==> src/rtl/ras_timeout_guard.sv <==
module ras_timeout_guard #(
  parameter int NB       = 4,
  parameter int CNT_W    = 10,
  parameter int PRE_CLKS = 4
) (
  input  logic             clk,
  input  logic             rst_n,
  input  logic             tmo_en,
  input  logic [CNT_W-1:0] tmo_limit,
  input  logic [NB-1:0]    ras_low,
  input  logic             cycle_busy,
  input  logic             tstate_mid,
  output logic             close_req,
  output logic [NB-1:0]    close_bank,
  output logic [NB-1:0]    pre_busy
);
  localparam int PW = $clog2(PRE_CLKS + 1);

  logic [NB-1:0]    ras_q;
  logic [CNT_W-1:0] held;

  always_ff @(posedge clk) begin
    if (!rst_n) begin
      ras_q <= '0;
      held  <= '0;
    end else begin
      ras_q <= ras_low;
      if (ras_low == '0)         held <= '0;
      else if (ras_low != ras_q) held <= CNT_W'(1);
      else if (held != '1)       held <= held + 1'b1;
    end
  end

  wire expired = (|ras_low) && (ras_low == ras_q) && (held >= tmo_limit);

  assign close_req  = tmo_en && expired && !cycle_busy && tstate_mid;
  assign close_bank = close_req ? ras_low : '0;

  for (genvar b = 0; b < NB; b++) begin : g_bank
    logic [PW-1:0] left;
    always_ff @(posedge clk) begin
      if (!rst_n)             left <= '0;
      else if (close_bank[b]) left <= PW'(PRE_CLKS);
      else if (left != '0)    left <= left - 1'b1;
    end
    assign pre_busy[b] = (left != '0);
  end
endmodule


==> config.mk <==
export PLATFORM = sky130hd
export DESIGN_NAME = ras_timeout_guard
export DESIGN_NICKNAME = d
export VERILOG_FILES = /design/src/rtl/ras_timeout_guard.sv
export SDC_FILE = /design/constraint.sdc
export NUM_CORES = 1
export LEC_CHECK = 0
export BUFFER_PORTS_ARGS = -buffer_cell sky130_fd_sc_hd__buf_2
export CAP_MARGIN = 20
export CORE_ASPECT_RATIO = 0.8
export CORE_MARGIN = 5
export CORE_UTILIZATION = 59
export CTS_CLUSTER_SIZE = 24
export DETAILED_ROUTE_END_ITERATION = 10
export PLACE_DENSITY = 0.91
export SYNTH_ARGS = -nofsm -noshare
export SYNTH_HDL_FRONTEND = slang
export SYNTH_SLANG_ARGS = --single-unit
==> constraint.sdc <==
create_clock -name clk -period 5.5 [get_ports clk]
set_input_delay 1.1 -clock clk [delete_from_list [all_inputs] [get_ports clk]]
set_output_delay 1.1 -clock clk [all_outputs]
set_load 0.01 [all_outputs]
==> out/results.txt <==
Avg Cell Area, Syn: 8.60 um2
Post-CTS Resized: 0
Rows: 17
Worst-Margin Slew: 0.385 ns
core area: 2680 um2
Total Power: 0.561 mW
max_slew headroom: 0.743
Arr. time, crit path: 2.78 ns
# DRC: 0
1st-iter DRT viols: 78
met3 Use GR: 0.0480
post-layout util: 0.677
RSZ-0062 raised after global routing: no
die width: 68.4 um
Ports: 28
Most used DFF post-synth: dfxtp_1
Syn. warnings: 0
Leak: 0.953 nW
DR vias/cell: 5.31
Max Clk Rate: 0.257 GHz
Crit Path Class: in -> out
Mapped Area: 1610 um2
PortBufs: 27
Worst IR Drop VDD: 0.211 mV
Critical Path RT: 4.40 ns
Flop pwr share: 0.411
met1 usage: 0.204
CTS Hold Bufs: 0
flops & latches, synth: 26
TritonRoute pass-1 iters: 4
largest net degree at the start of global routing: 19
TNS Setup: 0 ns
P&R area growth vs syn: 12.8%
setup slack at placement: 1.60 ns
vias in the first global route: 1252
Comb pwr share: 0.417
cell with the most instances after synthesis: inv_1
Max-Cap Viols: 0
Async SR Flop Fraction: 0
top post-synthesis cells by count: 34 x inv_1, 26 x dfxtp_1, 23 x ha_1
Final Hold Viols: 0
global-route wire length before repair: 5.13 mm
initial antenna violation count: 0
Yosys cell types: 30
startpoint types: input port
CTS max path bufs: 2
die height: 56.7 um
synthesized instance count: 187
P_int: 0.371 mW
GRT overflow: 0
Sw Share: 0.339
H-tree depth: 1
Final ANT Viol Nets: 0
Area contributors post-synth: dfxtp_1 32%, ha_1 18%, inv_1 7.9%, xor2_1 3.8%, nand2_1 3.3%
proportion of layout cells with a drive suffix above 1: 0.177
syn_nets: 229
sequential share of the synthesized area: 0.323
busiest grt layer: met2
area of the die: 3880 um2
via count: 1343
diode count: 0
TritonCTS Buffers: 3
GRT met2 Usage: 0.291
Worst Hold Slack: 0.529 ns
Worst setup EP type: output port
worst min-delay path class: reg -> reg
Final Net Count: 258
Final setup viols: 0
Synth area leader: dfxtp_1
drt total wl: 3.05 mm
Max Clock Skew: 0.00433 ns
NetSw: 0.190 mW
CTS tree: built
crit path max fanout: 10
fin. max-slew vios: 0
Worst-Skew Late Latency: 0.32 ns
Yosys top cell area share: 0.323
Avg WL per Cell: 12.1 um
CTS Root Cell: clkbuf_4
clk slew on worst S/H paths: 0.13 ns
final worst-path setup slack: 1.62 ns
gpl congestion: 0.757
Power Density: 309 nW/um2
minimum clock period: 3.88 ns
Detailed Place HPWL: 2.41 mm
status: complete, no violations
period utilization: 0.706
Initial Utilization: 0.600
gr usage total: 0.169
clk sinks: 26
part of the power in the clock network: 0.172
Setup Buffers After CTS: 0
EDFF count, synth: 0
state kept, by name (all words and copies together) (netlist names):
| register | flops |
|---|---|
| held | 10 |
| ras_q | 4 |
| g_bank.left | 12 |
cells in the final DEF (no fill, tap or decap), drive strengths merged:
cell	n
clkbuf	4
mux2	4
nand2b	1
a32o	4
xnor2	5
a31oi	5
a21oi	8
and3b	1
xor2	7
nand3	5
buf	27
inv	34
a21bo	1
nand3b	1
or4	2
nor3	1
dfxtp	26
a211oi	1
mux2i	3
ha	23
a311oi	1
nor2	10
nand2	14
o21ba	1
o21ai	7
and2	6
o211a	4
and3	5
nor4	1
nand4	3
power by group through the flow:
stage | clock (mW) | combinational, mW | sequential, mW
final | 0.0964 | 0.234 | 0.230
after CTS | 0.0982 | 0.238 | 0.230
after floorplan | 0 | 0.179 | 0.232
after detailed placement | 0 | 0.236 | 0.235
after global routing | 0.108 | 0.268 | 0.233
after global placement | 0 | 0.224 | 0.233
path summary, 6_finish.rpt:
check,depth (start not counted),slack [ns],start,end
max,8,1.62,tmo_limit[0],close_bank[1]
min,1,0.53,held[9]$_SDFFE_PP0P_,held[9]$_SDFFE_PP0P_
max reg2reg,7,3.45,held[0]$_SDFFE_PP0P_,g_bank[2].left[0]$_SDFFE_PP0P_
min reg2reg,1,0.53,held[9]$_SDFFE_PP0P_,held[9]$_SDFFE_PP0P_
critical path, stage by stage:
cell and delay (ns):
buf_2 0.10, ha_1 0.26, nand2b_1 0.09, a21oi_1 0.05, or4_1 0.56, nand2_1 0.28, and3_1 0.21, buf_2 0.13
through the flow:
step,cell area (um2),instances
2_1_floorplan,1610,187
5_1_grt,1820,253
6_report,1820,253
3_3_place_gp,1780,249
4_1_cts,1820,253
3_5_place_dp,1780,249
kinds of logic (layout without fill, tap and decap cells):
kind of cell,count (synthesis),after routing,synth area share
buffers and inverters,37,65,0.0871
xor gates and xnor gates,12,12,0.0653
and+or+nand+nor,50,50,0.160
muxes,7,7,0.0467
adders and majority gates,23,23,0.179
DFF,26,26,0.323
AOI/OAI and AO/OA,32,32,0.138
per-layer routing:
layer  share of wire  wire, um  vias up
li1                -         -      685
met1            0.45      1380      628
met5               0         0        -
met3           0.042       127        4
met4           0.010        31        0
met2            0.49      1510       26
final cells by class:
cell class / instances / area [um2]
inverters: 34 / 128
well taps: 38 / 47.5
clock buffers: 4 / 36.3
flip-flops and latches: 26 / 520
repair buffers: 27 / 135
fillers: 234 / 865
multi-input cells: 124 / 948
No activity file was read; power rests on OpenSTA's default activity.
